**config.mk**
```make
export PLATFORM = sky130hd
export DESIGN_NAME = tdr_thermal_derate
export DESIGN_NICKNAME = d
export VERILOG_FILES = /design/src/rtl/tdr_pkg.sv /design/src/rtl/tdr_classify.sv /design/src/rtl/tdr_ramp.sv /design/src/rtl/tdr_thermal_derate.sv
export SDC_FILE = /design/constraint.sdc
export NUM_CORES = 1
export LEC_CHECK = 0
export CAP_MARGIN = 30
export CORE_AREA = 2 2 86 67
export CTS_CLUSTER_SIZE = 24
export DETAILED_ROUTE_END_ITERATION = 8
export DIE_AREA = 0 0 88 69
export PLACE_DENSITY = 0.78
export REMOVE_ABC_BUFFERS = 1
export SETUP_SLACK_MARGIN = 0.2
export SYNTH_ARGS = -nofsm -noshare
export SYNTH_HDL_FRONTEND = slang
export SYNTH_SLANG_ARGS = --single-unit
```
**constraint.sdc**
```tcl
create_clock -name clk -period 23.4 [get_ports clk]
set_input_delay 7.02 -clock clk [delete_from_list [all_inputs] [get_ports clk]]
set_output_delay 7.02 -clock clk [all_outputs]
set_load 0.03 [all_outputs]
```
**src/rtl/tdr_pkg.sv**
```systemverilog
package tdr_pkg;

  typedef enum logic [1:0] {
    RG_NORMAL = 2'd0,
    RG_RAMP   = 2'd1,
    RG_FLOOR  = 2'd2,
    RG_SHUT   = 2'd3
  } region_t;

  // Fixed-point slope: span_out / span_in scaled by 2^sh, rounded to nearest.
  function automatic int unsigned ramp_slope(input int unsigned span_out,
                                             input int unsigned span_in,
                                             input int unsigned sh);
    return ((span_out << sh) + span_in / 2) / span_in;
  endfunction

  // Width that can hold the value v.
  function automatic int unsigned bits_for(input int unsigned v);
    int unsigned n;
    n = 1;
    while ((v >> n) != 0) n++;
    return n;
  endfunction

endpackage

```
**src/rtl/tdr_classify.sv**
```systemverilog
module tdr_classify
  import tdr_pkg::*;
#(
  parameter int unsigned ADC_W     = 10,
  parameter int unsigned SHUT_CODE = 41,
  parameter int unsigned LO_CODE   = 123,
  parameter int unsigned HI_CODE   = 205
) (
  input  logic [ADC_W-1:0] code,
  output region_t          region
);

  localparam logic [ADC_W-1:0] SHUT_Q = ADC_W'(SHUT_CODE);
  localparam logic [ADC_W-1:0] LO_Q   = ADC_W'(LO_CODE);
  localparam logic [ADC_W-1:0] HI_Q   = ADC_W'(HI_CODE);

  logic below_shut;
  logic below_lo;
  logic below_hi;

  assign below_shut = code < SHUT_Q;
  assign below_lo   = code < LO_Q;
  assign below_hi   = code < HI_Q;

  always_comb begin
    if (below_shut)    region = RG_SHUT;
    else if (below_lo) region = RG_FLOOR;
    else if (below_hi) region = RG_RAMP;
    else               region = RG_NORMAL;
  end

endmodule

```
**src/rtl/tdr_ramp.sv**
```systemverilog
module tdr_ramp
  import tdr_pkg::*;
#(
  parameter int unsigned ADC_W   = 10,
  parameter int unsigned SCALE_W = 8,
  parameter int unsigned LO_CODE = 123,
  parameter int unsigned HI_CODE = 205,
  parameter int unsigned FLOOR   = 26,
  parameter int unsigned SHIFT   = 8
) (
  input  logic [ADC_W-1:0]   code,
  output logic [SCALE_W-1:0] ramp_val
);

  localparam int unsigned FULL  = (1 << SCALE_W) - 1;
  localparam int unsigned SPAN  = HI_CODE - LO_CODE;
  localparam int unsigned K     = ramp_slope(FULL - FLOOR, SPAN, SHIFT);
  localparam int unsigned KW    = bits_for(K);
  localparam int unsigned PW    = ADC_W + KW;
  localparam int unsigned SW    = PW + 1;

  localparam logic [ADC_W-1:0] LO_Q   = ADC_W'(LO_CODE);
  localparam logic [ADC_W-1:0] SPAN_Q = ADC_W'(SPAN);
  localparam logic [KW-1:0]    K_Q    = KW'(K);

  logic [ADC_W-1:0] delta;
  logic [PW-1:0]    prod;
  logic [SW-1:0]    sum;

  // Clamp the offset into the ramp span so that out-of-band codes stay bounded.
  always_comb begin
    if (code < LO_Q)                 delta = '0;
    else if (code - LO_Q > SPAN_Q)   delta = SPAN_Q;
    else                             delta = code - LO_Q;
  end

  assign prod = PW'(delta) * PW'(K_Q);
  assign sum  = SW'(FLOOR) + SW'(prod >> SHIFT);

  always_comb begin
    if (sum > SW'(FULL)) ramp_val = SCALE_W'(FULL);
    else                 ramp_val = sum[SCALE_W-1:0];
  end

endmodule

```
**src/rtl/tdr_thermal_derate.sv**
```systemverilog
module tdr_thermal_derate
  import tdr_pkg::*;
#(
  parameter int unsigned ADC_W     = 10,
  parameter int unsigned SCALE_W   = 8,
  parameter int unsigned SHUT_CODE = 41,
  parameter int unsigned LO_CODE   = 123,
  parameter int unsigned HI_CODE   = 205,
  parameter int unsigned FLOOR     = 26,
  parameter int unsigned SHIFT     = 8
) (
  input  logic               clk,
  input  logic               rst,
  input  logic               sample_stb,
  input  logic [ADC_W-1:0]   code,
  output logic [SCALE_W-1:0] scale,
  output logic               fault
);

  localparam logic [SCALE_W-1:0] FULL_Q  = {SCALE_W{1'b1}};
  localparam logic [SCALE_W-1:0] FLOOR_Q = SCALE_W'(FLOOR);

  region_t            region;
  logic [SCALE_W-1:0] ramp_val;
  logic [SCALE_W-1:0] next_scale;
  logic               accept;
  logic               shut_hit;
  logic [SCALE_W-1:0] scale_q;
  logic               fault_q;

  tdr_classify #(
    .ADC_W    (ADC_W),
    .SHUT_CODE(SHUT_CODE),
    .LO_CODE  (LO_CODE),
    .HI_CODE  (HI_CODE)
  ) u_cls (
    .code  (code),
    .region(region)
  );

  tdr_ramp #(
    .ADC_W  (ADC_W),
    .SCALE_W(SCALE_W),
    .LO_CODE(LO_CODE),
    .HI_CODE(HI_CODE),
    .FLOOR  (FLOOR),
    .SHIFT  (SHIFT)
  ) u_ramp (
    .code    (code),
    .ramp_val(ramp_val)
  );

  assign accept   = sample_stb && !fault_q;
  assign shut_hit = accept && (region == RG_SHUT);

  always_comb begin
    unique case (region)
      RG_NORMAL: next_scale = FULL_Q;
      RG_RAMP:   next_scale = ramp_val;
      RG_FLOOR:  next_scale = FLOOR_Q;
      default:   next_scale = '0;
    endcase
  end

  always_ff @(posedge clk) begin
    if (rst) begin
      scale_q <= '0;
      fault_q <= 1'b0;
    end else if (accept) begin
      scale_q <= next_scale;
      fault_q <= shut_hit;
    end
  end

  assign scale = scale_q;
  assign fault = fault_q;

endmodule

```
* Yosys cells after proc, flatten, opt, wreduce, memory -nomap -nowiden *
Index checks and enable logic that the tools add are counted.

cells by class
  add/subtract/negate cells = 2
  $mul = 1
  magnitude comparators = 5
  eq/ne operators = 3
  muxes and demuxes = 7
  reduce and logical (&&, ||, !) cells = 4

operator list
  kind                                                  number
  case mux 8 bit (3 select lines)                       1
  > comparator 21 x 8 -> 1 bit (second input constant)  1
  multiplier 10 x 10 -> 20 bit (second input constant)  1
  two-way mux 10 bit                                    2
  adder 5 x 12 -> 13 bit (first input constant)         1
  > comparator 10 x 7 -> 1 bit (second input constant)  1
  < comparator 10 x 6 -> 1 bit (second input constant)  1
  < comparator 10 x 7 -> 1 bit (second input constant)  1
  < comparator 10 x 8 -> 1 bit (second input constant)  1
  subtractor 10 x 7 -> 10 bit (second input constant)   1
  two-way mux 8 bit                                     1
  equality test 2 bit (second input constant)           2
  two-way mux 2 bit                                     2
  equality test 2 x 1 -> 1 bit (second input constant)  1
  logical AND 1 bit                                     2
  logical NOT 2 bit                                     1
  logical NOT 1 bit                                     1
  two-way mux 1 bit                                     1

storage, ports and cells
  register bits after elaboration = 9
  word-level logic and storage cells = 24

* Depth between registers and ports, before layout *
  depth after elaboration = 9
  mapped depth = 30
  gate-level depth less buffers = 30

* Modules after synthesis *
From an unflattened synthesis, not the netlist that was laid out.

unflattened totals
  cell total of the unflattened synthesis = 345
  area total of the unflattened synthesis = 2891.5 um^2

modules (own cells, without submodules)
  module              times used  cells an instance  area an instance (um^2)  seq. area each (um^2)
  tdr_ramp            1           285                2419.8                   0.0
  tdr_thermal_derate  1           46                 392.9                    180.2
  tdr_classify        1           14                 78.8                     0.0

* Worst setup path after synthesis *
No wires, ideal clock.

  kind = input to register
  start point = in code[4]
  end point = reg scale_q[1] (netlist: scale[1])
  setup time = 0.074 ns
  arrival = 13.220 ns
  required time = 23.326 ns
  slack = 10.106 ns
  stages = 28
  path buffers = 1
  cell sequence = clkbuf_1 > nand4_1 > or2_1 > nor3_1 > a21oi_1 > o22ai_1 > o211ai_1 > nor2_1 > ha_1 > fa_1 > inv_1 > fa_1 > inv_1 > fa_1 > ha_1 > ha_1 > and3_2 > a221o_1 > a211oi_1 > ha_1 > nor2_1 > nand4_1 > a22o_1 > and2_1 > o2111ai_1 > nand4_1 > o2111ai_1 > a31oi_1

on the way
  longest elaborated chain between the ends = 9
  elaborated cells on any way between the ends = 18
  classes of those cells = 2 x add/sub; 1 x mul; 5 x order compare; 2 x eq/ne; 7 x mux; 1 x reduce/logical

RTL lines
  what                               line                            source
  start, declared                    tdr_thermal_derate.sv:15        input logic [ADC_W-1:0] code,
  subtractor 10 x 7 -> 10 bit        tdr_ramp.sv:33, tdr_ramp.sv:34
  > comparator 10 x 7 -> 1 bit       tdr_ramp.sv:33                  else if (code - LO_Q > SPAN_Q) delta = SPAN_Q;
  two-way mux 10 bit                 tdr_ramp.sv:33
  two-way mux 10 bit                 tdr_ramp.sv:32                  if (code < LO_Q) delta = '0;
  multiplier 10 x 10 -> 20 bit       tdr_ramp.sv:37                  assign prod = PW'(delta) * PW'(K_Q);
  adder 5 x 12 -> 13 bit             tdr_ramp.sv:38                  assign sum = SW'(FLOOR) + SW'(prod >> SHIFT);
  > comparator 21 x 8 -> 1 bit       tdr_ramp.sv:41                  if (sum > SW'(FULL)) ramp_val = SCALE_W'(FULL);
  two-way mux 8 bit                  tdr_ramp.sv:41
  case mux 8 bit (3 select lines) *  tdr_thermal_derate.sv:57        unique case (region)
  end signal, assigned               tdr_thermal_derate.sv:70        scale_q <= next_scale;
  end, declared                      tdr_thermal_derate.sv:28        logic [SCALE_W-1:0] scale_q;

Mark *: on every way between the ends. The rest lies on a longest branch, timed or not.
A chain may end at the register's enable or synchronous reset.

* Final worst setup path *
  start point = in code[0]
  end point = reg scale_q[1] (netlist: scale[1])

The elaborated chain is that of the path after synthesis.

==> run summary <==
The final worst-path cycle share came out at 61.1%. The tree is rooted in a clkbuf_8. The time the final worst path needs with I/O delays and setup is 14.31 ns. The clock sink total came out at 9. Max-cap violations in this run came to 0. After global routing the overflow that remains totals 0. The count of endpoints failing hold in the final timing report came out at 0. The clock-pin slew on the worst setup and hold paths is 0.05 ns. The relative max-transition margin is 36.3%. Setup repair after global routing left no endpoint under its margin.

The count of pins on the block boundary is 22. Summed over all layers, the routed wires come to 6230 um. The weighted congestion at the end of routability-driven global placement is 0.847. The die boundary width came out at 88 um. The sum of net half-perimeters after detailed placement came out at 5460 um. For flop-to-flop paths, the worst setup slack is 21.75 ns. In this run the mean area of a mapped cell was 8.64 sq um. The Yosys warning count came out at 0. The pin count of the biggest net entering global routing is 11. The element type at the critical path end is a flip-flop.

The buffers inserted during post-CTS setup optimization is 0. The share of the Yosys chip area taken by registers is 6.30%. The post-route standard cell area excluding fillers is 3230 sq um.

The insertion delay of the later-clocked pin in the worst-skew pair is 0.24 ns. The most common flop cell mapped by yosys is dfxtp_1. The max-slew violation count was 0.

The cell count after synthesis came out at 331. The cell that appears most often on the critical path is ha_1. The number of port buffers came out at 21. Data on the critical path is required at its endpoint by 23.57 ns. Using the TritonRoute via totals, the vias-per-cell ratio works out to 5.57. The DRC violation total after the first TritonRoute iteration is 108. The number of antenna violations at the first check in global routing was 0. The antenna diode count is 0. In this run, post-CTS hold repair placed 0 buffers. The peak clock frequency supported by timing is 0.0699 GHz. The maximum clock path buffer count is 2. The remaining antenna violation count came out at 0. Counting flops and latches in the post-synthesis netlist gives 9. The count of fill cells added during filler insertion came out at 458. The total number of placement rows is 23. The total global routing track utilization came out at 21.5%. The fraction of layout cells with a size suffix above 1 is 6.91%. In this run the static leakage power is 1.54 nW. The cell count of the worst hold path came out at 2. The largest stage delay on the critical path is 0.57 ns. The slowest stage cell on the critical path is fa_1. Setup violations remaining at the end of the flow were counted as 0. The synthesis-to-layout area growth is 13.0%.

The mapped netlist covers 2860 sq um. The sum of buffers and inverters on the critical path is 3. The total of cells resized after clock tree synthesis came out at 0. The final setup TNS came out at 0 ns.

For the worst setup path, the data arrival time is 14.48 ns. The worst setup skew after layout is 0.00125 ns. The count of cells along the worst register-to-register path came out at 4. The number of CTS-inserted buffers is 3. The global-route wire length before repair is 10500 um. The number of distinct library cells after synthesis is 62. The die area came out at 6070 sq um. The worst hold path belongs to the class reg2reg. STA classifies the critical path startpoint as an input pin. Measured along the y axis, the die boundary spans 69 um. The initial utilization of the core area, before any placement, comes to 54.9%. The number of global-route vias before repair came out at 2258.

The critical path is of the in2reg type. The critical path crosses 29 cells after its start point. The fraction of registers with async set or reset after synthesis is 0%. The power density over the cells is 102 nW/um^2.

The number of detailed-route iterations in the first pass came out at 4. For the pin with the worst max-slew slack, the measured transition is 0.947 ns. The cell class contributing the biggest share of worst-path delay is adder cells. The peak supply drop is 0.000107 V. For this run, the post-layout net count is 461. In this run the number of H-tree levels came out at 1. The largest fanout on the critical path came out at 8.

The total cell area at the placement stage came out at 3190 sq um. The number of remaining DRC errors came out at 0. The detailed router placed 2432 vias in this run. The flow ran to the end, and the final reports show no timing, DRC or antenna violations. The post-detailed-route wirelength per cell is 14.3 um.

The number of synthesized flops with an enable pin came out at 0. The core area came out at 5210 sq um. TritonCTS built the clock tree.
==> per-stage QoR <==
step / total power [mW] / util [%] / setup WS [ns] / cells / hold WS [ns]
after floorplan: 0.249 / - / 10.21 / 337 / 0.576
after global placement: 0.301 / 61.2 / 9.06 / 433 / 0.440
after detailed placement: 0.307 / 61.2 / 8.96 / 433 / 0.446
after CTS: 0.329 / 62.1 / 9.19 / 437 / 0.458
after global routing: 0.364 / 62.1 / 8.62 / 437 / 0.487
final: 0.331 / 62.1 / 9.09 / 437 / 0.456
==> cell usage after synthesis, types with 5 or more instances <==
cell,n,area (sq um)
fa_1,21,420
xnor2_1,11,96.3
xor2_1,6,52.6
o21ai_1,7,35.0
nor2_1,25,93.8
nand2_1,17,63.8
dfxtp_1,9,180
ha_1,64,801
a211oi_1,6,45.0
a21oi_1,25,125
nand2b_1,5,31.3
o21ai_0,10,50.1
inv_1,45,169
==> flip-flops by register name, summed over array words and instances, names as in the netlist <==
register,count
fault,1
scale,8
==> kinds of logic after synthesis <==
logic type,Yosys count,share of synthesized area [%]
XOR/XNOR,18,5.77
flip-flops,9,6.30
AO/OA/AOI/OAI,87,22.7
adder cells (fa/ha/maj),85,42.7
AND/OR/NAND/NOR,81,15.9
other,2,0.262
buffers and inverters,49,6.43
==> power by group <==
part,switching (mW),internal [mW]
registers,0.00216,0.0195
clock network,0.00729,0.0117
logic,0.175,0.115
==> area by class of cell <==
cell class	instances	area, sq um	area share [%]
Tap cell	75	93.8	2.90
Inverter	45	169	5.22
Timing Repair Buffer	21	210	6.50
Multi-Input combinational cell	283	2530	78.4
Clock inverter	1	5.00	0.155
Clock buffer	3	41.3	1.28
Sequential cell	9	180	5.57
==> cell usage in the layout (no fill, tap or decap), types with 5 or more instances in the layout <==
master           count
o21ai_1              7
nand2b_1             5
o21ai_0             10
inv_1               45
xor2_1               6
nand2_1             17
ha_1                64
fa_1                21
a211oi_1             6
nor2_1              25
clkdlybuf4s50_1     21
xnor2_1             11
dfxtp_1              9
a21oi_1             25
conb_1              12
==> worst paths after layout <==
path / end / from
worst max-delay path: scale[1] / code[0]
worst min register to register: scale[6] / scale[6]
worst max register to register: scale[5] / fault
worst min-delay path: scale[6] / scale[6]
==> per-layer routing <==
layer / part of all wire, % / track usage [%] / vias to the layer above
li1: - / - / 1242
met1: 50 / 33.4 / 1119
met2: 44 / 31.7 / 64
met3: 5.0 / 3.11 / 7
met4: 1.0 / 3.59 / 0
met5: 0 / 0 / -
==> worst register-to-register path, delay by kind of cell (launching register included) <==
kind / cells / cell delay [ns]
AND/OR/NAND/NOR: 2 / 1.00
flip-flops: 1 / 0.33
AO/OA/AOI/OAI: 2 / 0.26
No activity file was read; power rests on OpenSTA's default activity.
